### config.mk
export PLATFORM = sky130hd
export DESIGN_NAME = line_edge_irq
export DESIGN_NICKNAME = d
export VERILOG_FILES = /design/src/rtl/line_edge_irq_pkg.sv /design/src/rtl/line_edge_detect.sv /design/src/rtl/line_pend_bank.sv /design/src/rtl/line_irq_gate.sv /design/src/rtl/line_edge_irq.sv
export SDC_FILE = /design/constraint.sdc
export NUM_CORES = 1
export LEC_CHECK = 0
export BUFFER_PORTS_ARGS = -buffer_cell sky130_fd_sc_hd__buf_4
export CAP_MARGIN = 20
export CORE_MARGIN = 1
export CORE_UTILIZATION = 54
export DETAILED_ROUTE_END_ITERATION = 12
export HOLD_SLACK_MARGIN = 0.12
export PLACE_DENSITY = 0.81
export REMOVE_ABC_BUFFERS = 1
export SETUP_SLACK_MARGIN = 0.1
export SYNTH_ARGS = -nofsm -noshare
export SYNTH_HDL_FRONTEND = slang
export SYNTH_SLANG_ARGS = --single-unit
### constraint.sdc
create_clock -name clk -period 1.2 [get_ports clk]
set_input_delay 0.06 -clock clk [delete_from_list [all_inputs] [get_ports clk]]
set_output_delay 0.06 -clock clk [all_outputs]
set_load 0.02 [all_outputs]
### src/rtl/line_edge_irq_pkg.sv
package line_edge_irq_pkg;

  typedef enum logic [1:0] {
    SEL_NONE,
    SEL_CTRL,
    SEL_ARM,
    SEL_PEND
  } reg_sel_e;

  localparam logic [11:0] DEF_OFF_CTRL = 12'h100;
  localparam logic [11:0] DEF_OFF_ARM  = 12'h114;
  localparam logic [11:0] DEF_OFF_PEND = 12'h118;

endpackage

### src/rtl/line_edge_detect.sv
module line_edge_detect #(
  parameter int unsigned W      = 16,
  parameter int unsigned STAGES = 2
) (
  input  logic         clk,
  input  logic         rst_n,
  input  logic [W-1:0] din,
  output logic [W-1:0] rise_o,
  output logic [W-1:0] fall_o
);

  localparam int unsigned LAST = STAGES - 1;

  logic [W-1:0] chain [STAGES];
  logic [W-1:0] prev_q;

  always_ff @(posedge clk or negedge rst_n) begin
    if (!rst_n) begin
      for (int i = 0; i < STAGES; i++) chain[i] <= '0;
      prev_q <= '0;
    end else begin
      chain[0] <= din;
      for (int i = 1; i < STAGES; i++) chain[i] <= chain[i-1];
      prev_q <= chain[LAST];
    end
  end

  assign rise_o = chain[LAST] & ~prev_q;
  assign fall_o = ~chain[LAST] & prev_q;

endmodule

### src/rtl/line_pend_bank.sv
module line_pend_bank #(
  parameter int unsigned W = 32
) (
  input  logic         clk,
  input  logic         rst_n,
  input  logic [W-1:0] set_i,
  input  logic [W-1:0] clr_i,
  output logic [W-1:0] pend_o
);

  logic [W-1:0] pend_q;

  always_ff @(posedge clk or negedge rst_n) begin
    if (!rst_n) pend_q <= '0;
    else        pend_q <= (pend_q & ~clr_i) | set_i;
  end

  assign pend_o = pend_q;

  // with no acknowledge, no pending bit is lost
  p_sticky_r7: assert property (@(posedge clk) disable iff (!rst_n)
    (clr_i == '0) |=> ((pend_q & $past(pend_q)) == $past(pend_q)));

  // a set in the same cycle as its clear survives
  p_set_wins_r8: assert property (@(posedge clk) disable iff (!rst_n)
    ((set_i & clr_i) != '0) |=> ((pend_q & $past(set_i & clr_i)) == $past(set_i & clr_i)));

  // a bit only appears when a set request was present
  p_no_spurious_r5: assert property (@(posedge clk) disable iff (!rst_n)
    1'b1 |=> ((pend_q & ~$past(pend_q) & ~$past(set_i)) == '0));

endmodule

### src/rtl/line_irq_gate.sv
module line_irq_gate #(
  parameter int unsigned W = 32
) (
  input  logic         clk,
  input  logic         rst_n,
  input  logic         mie_i,
  input  logic [W-1:0] pend_i,
  output logic         irq_o
);

  logic irq_q;

  always_ff @(posedge clk or negedge rst_n) begin
    if (!rst_n) irq_q <= 1'b0;
    else        irq_q <= mie_i & (|pend_i);
  end

  assign irq_o = irq_q;

  // master enable off blocks the request next cycle
  p_mie_gate_r10: assert property (@(posedge clk) disable iff (!rst_n)
    !mie_i |=> !irq_o);

  // nothing pending means no request next cycle
  p_idle_quiet_r10: assert property (@(posedge clk) disable iff (!rst_n)
    (pend_i == '0) |=> !irq_o);

endmodule

### src/rtl/line_edge_irq.sv
module line_edge_irq
  import line_edge_irq_pkg::*;
#(
  parameter int unsigned NLINES      = 16,
  parameter int unsigned SYNC_STAGES = 2,
  parameter int unsigned ADDR_W      = 12,
  parameter logic [ADDR_W-1:0] OFF_CTRL = ADDR_W'(DEF_OFF_CTRL),
  parameter logic [ADDR_W-1:0] OFF_ARM  = ADDR_W'(DEF_OFF_ARM),
  parameter logic [ADDR_W-1:0] OFF_PEND = ADDR_W'(DEF_OFF_PEND)
) (
  input  logic                  clk,
  input  logic                  rst_n,
  input  logic [ADDR_W-1:0]     bus_addr,
  input  logic                  bus_we,
  input  logic [2*NLINES-1:0]   bus_wdata,
  output logic [2*NLINES-1:0]   bus_rdata,
  input  logic [NLINES-1:0]     lines_i,
  output logic                  irq_o
);

  localparam int unsigned REG_W = 2 * NLINES;

  reg_sel_e          sel;
  logic [REG_W-1:0]  arm_q;
  logic              mie_q;
  logic [NLINES-1:0] rise, fall;
  logic [REG_W-1:0]  set_vec, clr_vec, pend;

  always_comb begin
    if      (bus_addr == OFF_CTRL) sel = SEL_CTRL;
    else if (bus_addr == OFF_ARM)  sel = SEL_ARM;
    else if (bus_addr == OFF_PEND) sel = SEL_PEND;
    else                           sel = SEL_NONE;
  end

  always_ff @(posedge clk or negedge rst_n) begin
    if (!rst_n) begin
      arm_q <= '0;
      mie_q <= 1'b0;
    end else if (bus_we) begin
      if (sel == SEL_ARM)  arm_q <= bus_wdata;
      if (sel == SEL_CTRL) mie_q <= bus_wdata[0];
    end
  end

  line_edge_detect #(.W(NLINES), .STAGES(SYNC_STAGES)) u_detect (
    .clk    (clk),
    .rst_n  (rst_n),
    .din    (lines_i),
    .rise_o (rise),
    .fall_o (fall)
  );

  for (genvar n = 0; n < NLINES; n++) begin : g_arm
    assign set_vec[n]        = rise[n] & arm_q[n];
    assign set_vec[NLINES+n] = fall[n] & arm_q[NLINES+n];
  end

  assign clr_vec = (bus_we && sel == SEL_PEND) ? bus_wdata : '0;

  line_pend_bank #(.W(REG_W)) u_pend (
    .clk    (clk),
    .rst_n  (rst_n),
    .set_i  (set_vec),
    .clr_i  (clr_vec),
    .pend_o (pend)
  );

  line_irq_gate #(.W(REG_W)) u_gate (
    .clk    (clk),
    .rst_n  (rst_n),
    .mie_i  (mie_q),
    .pend_i (pend),
    .irq_o  (irq_o)
  );

  always_comb begin
    unique case (sel)
      SEL_CTRL: bus_rdata = {{(REG_W-1){1'b0}}, mie_q};
      SEL_ARM:  bus_rdata = arm_q;
      SEL_PEND: bus_rdata = pend;
      default:  bus_rdata = '0;
    endcase
  end

  // a write to the arm register is held afterwards
  p_arm_write_r2: assert property (@(posedge clk) disable iff (!rst_n)
    (bus_we && bus_addr == OFF_ARM) |=> (arm_q == $past(bus_wdata)));

  // writes elsewhere leave the arm register untouched
  p_arm_hold_r12: assert property (@(posedge clk) disable iff (!rst_n)
    !(bus_we && bus_addr == OFF_ARM) |=> $stable(arm_q));

endmodule

## After elaboration in Yosys (flattened, before gate mapping)

Cells that the tools add are included.

- Flip-flop bits (word level): 114
- Input port bits: 63
- Output and inout bits: 33
- Logic and storage cells: 62

- Equal/unequal tests: 6
- Multiplexer cells: 5
- Bitwise logic cells: 40
- Reduce and logical (&&, ||, !) cells: 4

Operators by type and width:

| kind | count |
|---|---|
| case mux 32 bit (3 select lines) | 1 |
| == test 12 x 9 -> 1 bit, second input constant | 3 |
| bitwise AND 1 bit | 33 |
| bitwise AND 16 bit | 2 |
| bitwise AND 32 bit | 1 |
| two-way mux 32 bit | 1 |
| NOT 16 bit | 2 |
| NOT 32 bit | 1 |
| bitwise OR 32 bit | 1 |
| OR reduction 32 bit | 1 |
| two-way mux 2 bit | 3 |
| == test 2 bit, second input constant | 2 |
| AND reduction 2 bit | 2 |
| == test 2 x 1 -> 1 bit, second input constant | 1 |
| logical AND 1 bit | 1 |

## Logic depth before layout (Yosys ltp)

Gate-level depths: netlist (run 1).

- Word-level depth: 10
- Mapped depth: 4
- Gate-level depth less buffers: 3

## Cells and area by module

From an unflattened synthesis (run 1), not the netlist that was laid out.

- Cells, all modules: 412
- Area total of the unflattened synthesis: 5044.8 um2

By module, submodules not included:

| module | instances | cells each | area each (um2) | sequential area each (um2) |
|---|---|---|---|---|
| line_edge_irq | 1 | 224 | 2301.0 | 825.8 |
| line_edge_detect | 1 | 80 | 1481.4 | 1201.2 |
| line_pend_bank | 1 | 96 | 1161.1 | 800.8 |
| line_irq_gate | 1 | 12 | 101.3 | 25.0 |

## Worst setup path before layout (run 1)

No wires, ideal clock.

- Kind: register to output
- From: register mie_q
- To: output port bus_rdata[0]
- Data arrival time: 1291 ps
- Data required time: 1140 ps
- Path slack: -151 ps
- Cell stages (with the launch flop): 3
- Buffers on the path: 0
- Path through: dfrtp_1 -> or4b_2 -> a21oi_1

- Longest elaborated chain between the ends: 1

Ends and longest elaborated chain:

| item | line | RTL |
|---|---|---|
| start, declared | line_edge_irq.sv:25 | `logic mie_q;` |
| start signal, assigned | line_edge_irq.sv:42 | `if (sel == SEL_CTRL) mie_q <= bus_wdata[0];` |
| case mux 32 bit (3 select lines) | line_edge_irq.sv:78 | `unique case (sel)` |
| end, declared | line_edge_irq.sv:16 | `output logic [2*NLINES-1:0] bus_rdata,` |

Every way passes these cells.

## Final worst setup path (run 1)

Same ends and word-level chain as after synthesis.

==> results.sh, run 1 <==
export IMPL_synth_warnings=0
export IMPL_utilization=0.941
export IMPL_p_int_w=0.00781
export IMPL_netlist_area_sq_mm=0.00460
export IMPL_ios=96
export IMPL_grt_pass1_wl_um=25600
export IMPL_async_flop_share=1.00
export IMPL_hold_class="primary input to async pin"
export IMPL_cts_made_buffers=17
export IMPL_finalSetupViolCount=33
export IMPL_seq_power_share=0.393
export IMPL_vdd_ir_drop_max_mv=1.17
export IMPL_clk_pin_slew_ns=0.06
export IMPL_max_cap_violations=0
export IMPL_relSlewSlack=0.701
export IMPL_port_buffers=95
export IMPL_dr_total_vias=4884
export IMPL_cts_buffer_depth=2
export IMPL_synthToLayoutAreaGrowth_pct=67.9
export IMPL_synth_seq_area_share=0.620
export IMPL_violations="negative hold slack, negative setup slack"
export IMPL_finalCritPeriodShare=1.43
export IMPL_drt_iter0_drc=450
export IMPL_cts_sinks=114
export IMPL_max_freq_mhz=585
export IMPL_status="finished, violations left"
export IMPL_antenna_cells=0
export IMPL_slew_viol_final=0
export IMPL_drc=0
export IMPL_hpwl_um=7350
export IMPL_switching_share=0.234
export IMPL_critical_path_max_fanout=2
export IMPL_endpoint_kind="output pin"
export IMPL_nFillCells=209
export IMPL_clkPwrFrac=0.534
export IMPL_via_per_inst=6.51
export IMPL_drive_above_1_share=0.490
export IMPL_postRouteAntennaNets=0
export IMPL_die_area_sq_mm=0.00890
export IMPL_htreeDepth=4
export IMPL_grt_max_degree=45
export IMPL_startpoint_type="register"
export IMPL_synthCells=381
export IMPL_synth_top_area_cell="dfrtp_1"
export IMPL_powerDensity_mw_per_mm2=1320
export IMPL_worstSetupPathType="register to output pin"
export IMPL_skew_ns=0.0122
export IMPL_switching_power_w=0.00239
export IMPL_core_sq_mm=0.00822
export IMPL_die_w_um=94.3
export IMPL_tightestPinTransition_ns=0.444
export IMPL_synth_most_common_cell="dfrtp_1"
export IMPL_dieHeight_um=94.3
export IMPL_ys_ff_latch=114
export IMPL_first_pass_iters=5
export IMPL_layout_nets=695
export IMPL_synth_cell_types=25
export IMPL_hold_viol=17
export IMPL_grt_pass1_vias=4680
export IMPL_clkLatencyLatePin_ns=0.52
export IMPL_synth_edf_count=0
export IMPL_rsz0062_at_grt="yes"
export IMPL_wl_um=20400
export IMPL_fin_crit_ns=1.71
export IMPL_cts_root_buf="clkbuf_8"
export IMPL_yosys_top_cells_area="dfrtp_1 62%, mux2_2 8.1%, a21o_1 5.2%, a22oi_1 5.1%, inv_1 2.6%"
export IMPL_crit_arrival_ns=1.65
export IMPL_p_leak_nw=3.68
export IMPL_gp_congestion=0.822
export IMPL_critPathRequiredTime_ns=1.14
export IMPL_synthTopCellsByCount="114 x dfrtp_1, 33 x mux2_2, 32 x a21o_1, 32 x inv_1"
export IMPL_whs_ns=-0.0173
export IMPL_cts_hold_buffers=52
export IMPL_antenna_found_initial=1
export IMPL_postSynthAreaPerCell_sq_um=12.1
export IMPL_std_cell_rows=33
export IMPL_ys_flop_type="dfrtp_1"
export IMPL_tritoncts="yes"
export IMPL_p_comb_frac=0.073
export IMPL_fin_ws_ns=-0.510
export IMPL_start_util=0.560
export IMPL_drt_wirelength_per_cell_um=27.2
export IMPL_overflow=0
export IMPL_synth_top_area_frac=0.620
export IMPL_grt_use_total=0.404
[worst paths after layout]
check / start / endpoint / slack [ns] / depth (start not counted)
setup / recovery: mie_q$_DFFE_PN0P_ / bus_rdata[0] / -0.51 / 3
hold / removal: rst_n / u_detect.chain[28]$_DFF_PN0_ / -0.02 / 2
setup reg to reg: u_pend.pend_o[11]$_DFF_PN0_ / u_gate.irq_o$_DFF_PN0_ / -0.36 / 5
hold reg to reg: u_detect.chain[18]$_DFF_PN0_ / u_detect.chain[2]$_DFF_PN0_ / 0.35 / 0
max in group asynchronous: rst_n / u_pend.pend_o[10]$_DFF_PN0_ / 0.64 / 3
min in group clk: bus_addr[4] / mie_q$_DFFE_PN0P_ / 0.11 / 5
[kinds of logic after synthesis]
group / Yosys count / synth area share
multiplexers: 33 / 0.0807
AO/OA/AOI/OAI: 98 / 0.146
AND/OR/NAND/NOR: 89 / 0.111
flip-flops: 114 / 0.620
buffers and inverters: 47 / 0.0432
[state kept, by name, indices dropped and copies added, names as in the netlist]
| signal | flops |
|---|---|
| arm_q | 32 |
| u_detect.chain | 32 |
| u_pend.pend_o | 32 |
| u_detect.prev_q | 16 |
| mie_q | 1 |
| u_gate.irq_o | 1 |
[timing repair]
action                     4_1_cts  5_1_grt
hold endpoints to repair       195       21
buffers inserted                36       21
resized for setup               56       34
pin swaps                        9       14
cloned                           0        2
setup endpoints to repair       34       38
[layer usage]
metal | track usage | up-vias | part of all wire
met5 | 0 | - | 0
met4 | 0.217 | 0 | 0.083
met3 | 0.0821 | 170 | 0.10
met2 | 0.695 | 441 | 0.47
met1 | 0.475 | 2405 | 0.35
li1 | - | 1868 | -
[area by class of cell]
cell class	instances	area, sq um	area share
Multi-Input combinational cell	220	1820	0.235
Sequential cell	114	2860	0.369
Clock inverter	13	184	0.0238
Inverter	32	120	0.0155
Tap cell	105	131	0.0170
Timing Repair Buffer	247	2180	0.282
Clock buffer	19	442	0.0571
[layout by cell type, fill, tap and decap left out, types with 3 or more instances in the layout]
| cell type | count |
|---|---|
| buf_4 | 156 |
| dlygate4sd3_1 | 52 |
| bufinv_16 | 4 |
| nor2_1 | 26 |
| nand4_1 | 5 |
| nand3b_1 | 16 |
| inv_1 | 29 |
| buf_6 | 30 |
| o21ai_0 | 13 |
| nor2_2 | 4 |
| a21o_1 | 32 |
| mux2_2 | 33 |
| o21ai_1 | 3 |
| o22ai_1 | 16 |
| a22oi_2 | 31 |
| nor4_2 | 3 |
| dfrtp_1 | 112 |
| buf_12 | 7 |
| nand2_1 | 16 |
| inv_2 | 3 |
| clkinvlp_4 | 6 |
| nor4_4 | 5 |
| clkbuf_16 | 16 |
| clkbuf_8 | 3 |
[power groups by stage]
stage                     Sequential [W]  Combinational [W]  Clock (W)
after floorplan                  0.00403           0.000133          0
after CTS                        0.00398           0.000669    0.00527
after detailed placement         0.00405           0.000492          0
after global placement           0.00404           0.000480          0
final                            0.00401           0.000747    0.00545
after global routing             0.00401           0.000779    0.00560
[worst max-delay path, stage by stage (launching register included)]
cell and delay, ns:
dfrtp_1 0.37, or4b_4 0.47, a21oi_2 0.16, buf_6 0.13
[stage by stage]
| step | TNS (ns) | std cells | worst slack, ns | instance area [sq um] | total power, W |
|---|---|---|---|---|---|
| after floorplan | -41.45 | 366 | -0.610 | 4530 | 0.00417 |
| after global placement | -8.98 | 607 | -0.187 | 5770 | 0.00452 |
| after detailed placement | -11.86 | 607 | -0.233 | 5770 | 0.00454 |
| after CTS | -7.78 | 727 | -0.446 | 7440 | 0.00993 |
| after global routing | -11.00 | 750 | -0.554 | 7730 | 0.0104 |
| final | -9.99 | 750 | -0.510 | 7730 | 0.0102 |
(Power assumes the default switching activity.)
==> inputs of run 2 (changes only) <==
- BUFFER_PORTS_ARGS: -buffer_cell sky130_fd_sc_hd__buf_4 -> -buffer_cell sky130_fd_sc_hd__buf_2
- TNS_END_PERCENT: not set -> 5
==> run 2 against run 1 <==
The flow finishes with violations (negative setup slack); non-clock buffer count shrank 60; critical path depth unchanged; fmax is 2.1% higher; clock skew fell by 0.0049 ns; sequential cell count did not move; design area is 12% lower; final cell count is 8.0% lower; sequential power hardly changed; die area unchanged; largest cell class unchanged.
==> results.sh, run 2 (synthesis results as in run 1) <==
export IMPL_cpPeakStageDelay_ns=0.47
export IMPL_hp_start="bus_addr[4]"
export IMPL_timing_rr_start="u_pend.pend_o[14]$_DFF_PN0_"
export IMPL_max_freq_mhz=597
export IMPL_place_area_sq_mm=0.00550
export IMPL_grt_use_total=0.295
export IMPL_rr_endpoint="u_gate.irq_o$_DFF_PN0_"
export IMPL_fin_ws_ns=-0.474
export IMPL_dieHeight_um=94.3
export IMPL_pre_cts_ws_ns=-0.230
export IMPL_start_util=0.560
export IMPL_clk_pin_slew_ns=0.05
export IMPL_vdd_ir_drop_max_mv=1.11
export IMPL_tritoncts="yes"
export IMPL_port_buffers=95
export IMPL_tns_ns=-8.60
export IMPL_hpwl_um=6620
export IMPL_critPathRequiredTime_ns=1.14
export IMPL_critical_path_max_fanout=2
export IMPL_max_cap_violations=0
export IMPL_cp_top_family="simple AND/OR/NAND/NOR gates"
export IMPL_finalPower_w=0.00968
export IMPL_die_w_um=94.3
export IMPL_antenna_cells=0
export IMPL_via_per_inst=5.58
export IMPL_cts_sinks=114
export IMPL_cts_hold_buffers=52
export IMPL_path_buf_inv=1
export IMPL_skew_ns=0.00731
export IMPL_relSlewSlack=0.623
export IMPL_layout_commonest_cell="dfrtp_1"
export IMPL_worstSetupPathType="register to output pin"
export IMPL_first_pass_iters=5
export IMPL_overflow=0
export IMPL_cts_made_buffers=17
export IMPL_min_to="mie_q$_DFFE_PN0P_"
export IMPL_whs_path_depth=5
export IMPL_finalCritPeriodShare=1.40
export IMPL_grt_pass1_wl_um=19200
export IMPL_path_cells="or4b_4, a21oi_2, buf_6"
export IMPL_std_cell_rows=33
export IMPL_postRouteAntennaNets=0
export IMPL_violations="negative setup slack"
export IMPL_die_area_sq_mm=0.00890
export IMPL_fin_area_sq_mm=0.00679
export IMPL_status="finished, violations left"
export IMPL_r2r_cells=3
export IMPL_tightestPinTransition_ns=0.565
export IMPL_endpoint_kind="output pin"
export IMPL_ios=96
export IMPL_rsz0062_at_grt="yes"
export IMPL_fin_crit_ns=1.67
export IMPL_drive_above_1_share=0.400
export IMPL_finalSetupViolCount=33
export IMPL_crit_arrival_ns=1.61
export IMPL_synthToLayoutAreaGrowth_pct=47.4
export IMPL_ff2ff_setup_slack_ns=-0.06
export IMPL_post_cts_buffers=0
export IMPL_htreeDepth=4
export IMPL_antenna_found_initial=0
export IMPL_startpoint_type="register"
export IMPL_drt_iter0_drc=248
export IMPL_slowest_stage="or4b_4"
export IMPL_p_leak_nw=3.26
export IMPL_clkLatencyLatePin_ns=0.51
export IMPL_cts_buffer_depth=2
export IMPL_slew_viol_final=0
export IMPL_wl_um=12200
export IMPL_hold_class="primary input to register"
export IMPL_drt_wirelength_per_cell_um=17.7
export IMPL_gp_congestion=0.800
export IMPL_dr_total_vias=3849
export IMPL_cts_root_buf="clkbuf_8"
export IMPL_core_sq_mm=0.00822
export IMPL_mostFrequentLayoutCells="114 x dfrtp_1, 90 x buf_2, 52 x dlygate4sd3_1"
export IMPL_grt_pass1_vias=4111
export IMPL_grt_max_degree=68
export IMPL_hold_viol=0
export IMPL_powerDensity_mw_per_mm2=1430
export IMPL_layout_nets=635
export IMPL_drc=0
-- run 2: layout make-up --
type | count | area (sq um)
sequential | 114 | 2850
tap | 105 | 131
inverter | 32 | 120
multi-input combinational | 220 | 1700
clock inverter | 15 | 190
fill | 432 | 1430
timing repair buffer | 187 | 1380
clock buffer | 17 | 414
-- run 2: timing repair --
item | in CTS | in global routing
endpoints found under the setup margin | 34 | 34
pin swaps | 1 | 0
hold endpoints to repair | 195 | 1
resized for setup | 24 | 11
-- run 2: power breakdown --
part | total (W) | switching [W] | internal, W
Combinational | 0.000595 | 0.000272 | 0.000323
Clock | 0.00510 | 0.00175 | 0.00335
Sequential | 0.00399 | 0.0000515 | 0.00394
Total | 0.00968 | 0.00207 | 0.00761
-- run 2: worst max-delay path by stage --
stage | depth (start not counted) | end | slack [ns] | start
final | 3 | bus_rdata[0] | -0.47 | mie_q$_DFFE_PN0P_
after global routing | 3 | bus_rdata[0] | -0.52 | mie_q$_DFFE_PN0P_
after CTS | 3 | bus_rdata[0] | -0.49 | mie_q$_DFFE_PN0P_
after detailed placement | 6 | arm_q[30]$_DFFE_PN0P_ | -0.23 | bus_addr[11]
after global placement | 6 | arm_q[21]$_DFFE_PN0P_ | -0.19 | bus_addr[11]
after floorplan | 3 | bus_rdata[10] | -0.61 | bus_addr[11]
-- run 2: stage by stage --
step | hold slack [ns] | std cells | utilization
floorplan | -0.236 | 366 | -
global placement | -0.143 | 606 | 0.670
detailed placement | -0.142 | 606 | 0.670
CTS | 0.0711 | 690 | 0.820
global route | 0.110 | 690 | 0.826
finish | 0.0870 | 690 | 0.826
-- run 2: worst register-to-register path, cell delays in order (launching register included) --
cell and delay, ns:
dfrtp_1 0.43, nor4_2 0.37, nand4_1 0.15, o21a_1 0.20
-- run 2: per-layer routing --
layer	share of wire	wire, um	global-route usage	vias to the layer above
met2	0.54	6570	0.518	129
li1	-	-	-	1755
met4	0.023	284	0.153	0
met1	0.39	4760	0.332	1938
met5	0	0	0	-
met3	0.050	610	0.0717	27
==> inputs of run 3 (changes only) <==
- CORE_ASPECT_RATIO: not set -> 0.7
- CTS_BUF_LIST: not set -> sky130_fd_sc_hd__clkbuf_4 sky130_fd_sc_hd__clkbuf_8 sky130_fd_sc_hd__clkbuf_16
- CTS_CLUSTER_SIZE: not set -> 14
==> run 3 against run 2 <==
The run still ends with negative setup slack left; sequential cell count did not move; final cell count fell by 0.14%; combinational power rose by 0.7%; design area rose by 1.7%; clock power rose by 9.8%; clock skew fell by 0.0023 ns; count of clock-buffer cells in the layout rose by 5; sequential power barely moved; fmax rose by 8.7%; via count rose by 2.3%; die area barely moved; worst setup slack improved by 0.13 ns.
==> results.sh, run 3 (synthesis results as in run 1) <==
export IMPL_slew_viol_final=0
export IMPL_port_buffers=95
export IMPL_drive_above_1_share=0.413
export IMPL_first_pass_iters=5
export IMPL_cpPeakStageDelay_ns=0.46
export IMPL_layout_commonest_cell="dfrtp_1"
export IMPL_rsz0062_at_grt="yes"
export IMPL_hpwl_um=7130
export IMPL_mostFrequentLayoutCells="111 x dfrtp_1, 78 x buf_2, 53 x buf_4"
export IMPL_drc=0
export IMPL_dr_total_vias=3937
export IMPL_startpoint_type="register"
export IMPL_ff2ff_setup_slack_ns=-0.21
export IMPL_clk_pin_slew_ns=0.05
export IMPL_die_w_um=112
export IMPL_r2r_cells=3
export IMPL_fin_area_sq_mm=0.00690
export IMPL_powerDensity_mw_per_mm2=1480
export IMPL_max_cap_violations=0
export IMPL_worstSetupPathType="register to output pin"
export IMPL_critical_path_max_fanout=2
export IMPL_start_util=0.570
export IMPL_cts_buffer_depth=2
export IMPL_finalCritPeriodShare=1.28
export IMPL_violations="negative setup slack"
export IMPL_hold_class="primary input to register"
export IMPL_crit_arrival_ns=1.48
export IMPL_layout_nets=638
export IMPL_drt_wirelength_per_cell_um=19.1
export IMPL_overflow=0
export IMPL_skew_ns=0.00498
export IMPL_place_area_sq_mm=0.00554
export IMPL_vdd_ir_drop_max_mv=1.79
export IMPL_path_cells="or4b_4, a21oi_2, buf_4"
export IMPL_drt_iter0_drc=250
export IMPL_antenna_cells=0
export IMPL_core_sq_mm=0.00807
export IMPL_slowest_stage="or4b_4"
export IMPL_crit_end="bus_rdata[0]"
export IMPL_postRouteAntennaNets=0
export IMPL_tritoncts="yes"
export IMPL_cts_root_buf="clkbuf_16"
export IMPL_grt_use_total=0.309
export IMPL_p_leak_nw=3.31
export IMPL_cts_sinks=114
export IMPL_max_freq_mhz=649
export IMPL_grt_pass1_vias=4075
export IMPL_tightestPinTransition_ns=0.529
export IMPL_endpoint_kind="output pin"
export IMPL_cts_made_buffers=17
export IMPL_grt_pass1_wl_um=20200
export IMPL_ios=96
export IMPL_rr_endpoint="u_gate.irq_o$_DFF_PN0_"
export IMPL_grt_max_degree=87
export IMPL_utilization=0.855
export IMPL_relSlewSlack=0.644
export IMPL_antenna_found_initial=0
export IMPL_fin_crit_ns=1.54
export IMPL_clkLatencyLatePin_ns=0.40
export IMPL_die_area_sq_mm=0.00891
export IMPL_critPathRequiredTime_ns=1.14
export IMPL_gp_congestion=0.870
export IMPL_whs_ns=0.157
export IMPL_std_cell_rows=27
export IMPL_wl_um=13100
export IMPL_timing_rr_start="u_pend.pend_o[22]$_DFF_PN0_"
export IMPL_fin_ws_ns=-0.341
export IMPL_htreeDepth=4
export IMPL_dieHeight_um=79.3
export IMPL_via_per_inst=5.71
export IMPL_status="finished, violations left"
export IMPL_synthToLayoutAreaGrowth_pct=49.9
export IMPL_cp_startpoint="mie_q$_DFFE_PN0P_"
export IMPL_hold_viol=0
export IMPL_finalSetupViolCount=33
==> run 3: cell count changes in the layout (fill, tap and decap cells not counted), sizes merged <==
cell         change
inv              -1
buf              +6
bufinv           +1
clkbuf           +5
clkinv           -3
clkinvlp         -2
dlygate4sd3      -3
==> run 3: worst min-delay path by stage <==
| stage | start | endpoint | depth (start not counted) |
|---|---|---|---|
| 4_1_cts | bus_addr[4] | mie_q$_DFFE_PN0P_ | 4 |
| 3_3_place_gp | rst_n | arm_q[17]$_DFFE_PN0P_ | 2 |
| 5_1_grt | bus_addr[4] | mie_q$_DFFE_PN0P_ | 4 |
| 2_1_floorplan | rst_n | arm_q[0]$_DFFE_PN0P_ | 0 |
| 3_5_place_dp | rst_n | arm_q[17]$_DFFE_PN0P_ | 2 |
| 6_report | bus_addr[4] | mie_q$_DFFE_PN0P_ | 4 |
==> run 3: layer usage <==
| metal | vias to the layer above | part of all wire | track usage |
|---|---|---|---|
| li1 | 1757 | - | - |
| met4 | 0 | 0.025 | 0.116 |
| met2 | 156 | 0.52 | 0.554 |
| met1 | 1988 | 0.40 | 0.353 |
| met3 | 36 | 0.056 | 0.0916 |
| met5 | - | 0 | 0 |
==> run 3: cell type report <==
cell class                      instances  area [sq um]
Clock buffer                           22           488
Inverter                               32           120
Tap cell                              101           126
Sequential cell                       114          2860
Timing Repair Buffer                  190          1440
Fill cell                             398          1170
Clock inverter                         10           178
Multi-Input combinational cell        220          1700
==> run 3: repair_timing <==
item                       4_1_cts  5_1_grt
gates resized for setup         22       33
pin swaps                        1        0
hold buffers                    49        0
buffers inserted                 1        0
cloned                           0        0
hold endpoints to repair       195        0
setup endpoints to repair       33       33
==> run 3: stage by stage <==
step | instances | setup WS (ns) | power (W) | setup TNS [ns]
2_1_floorplan | 366 | -0.610 | 0.00417 | -41.45
3_3_place_gp | 607 | -0.129 | 0.00446 | -7.00
3_5_place_dp | 607 | -0.213 | 0.00447 | -14.60
4_1_cts | 689 | -0.340 | 0.0102 | -5.64
5_1_grt | 689 | -0.373 | 0.0104 | -7.50
6_report | 689 | -0.341 | 0.0102 | -5.94
==> run 3: power by group <==
| group | leakage, nW | total, W | switching (W) | internal (W) |
|---|---|---|---|---|
| sequential | 1.31 | 0.00399 | 0.0000541 | 0.00394 |
| clock | 0.329 | 0.00560 | 0.00169 | 0.00391 |
| combinational | 1.67 | 0.000599 | 0.000279 | 0.000320 |
==> run 3: worst max-delay path: cells and delay by family (launching register included) <==
| kind | cells | cell delay, ns |
|---|---|---|
| AO/OA/AOI/OAI | 1 | 0.14 |
| flip-flops | 1 | 0.33 |
| buffers and inverters | 1 | 0.15 |
| AND/OR/NAND/NOR | 1 | 0.46 |
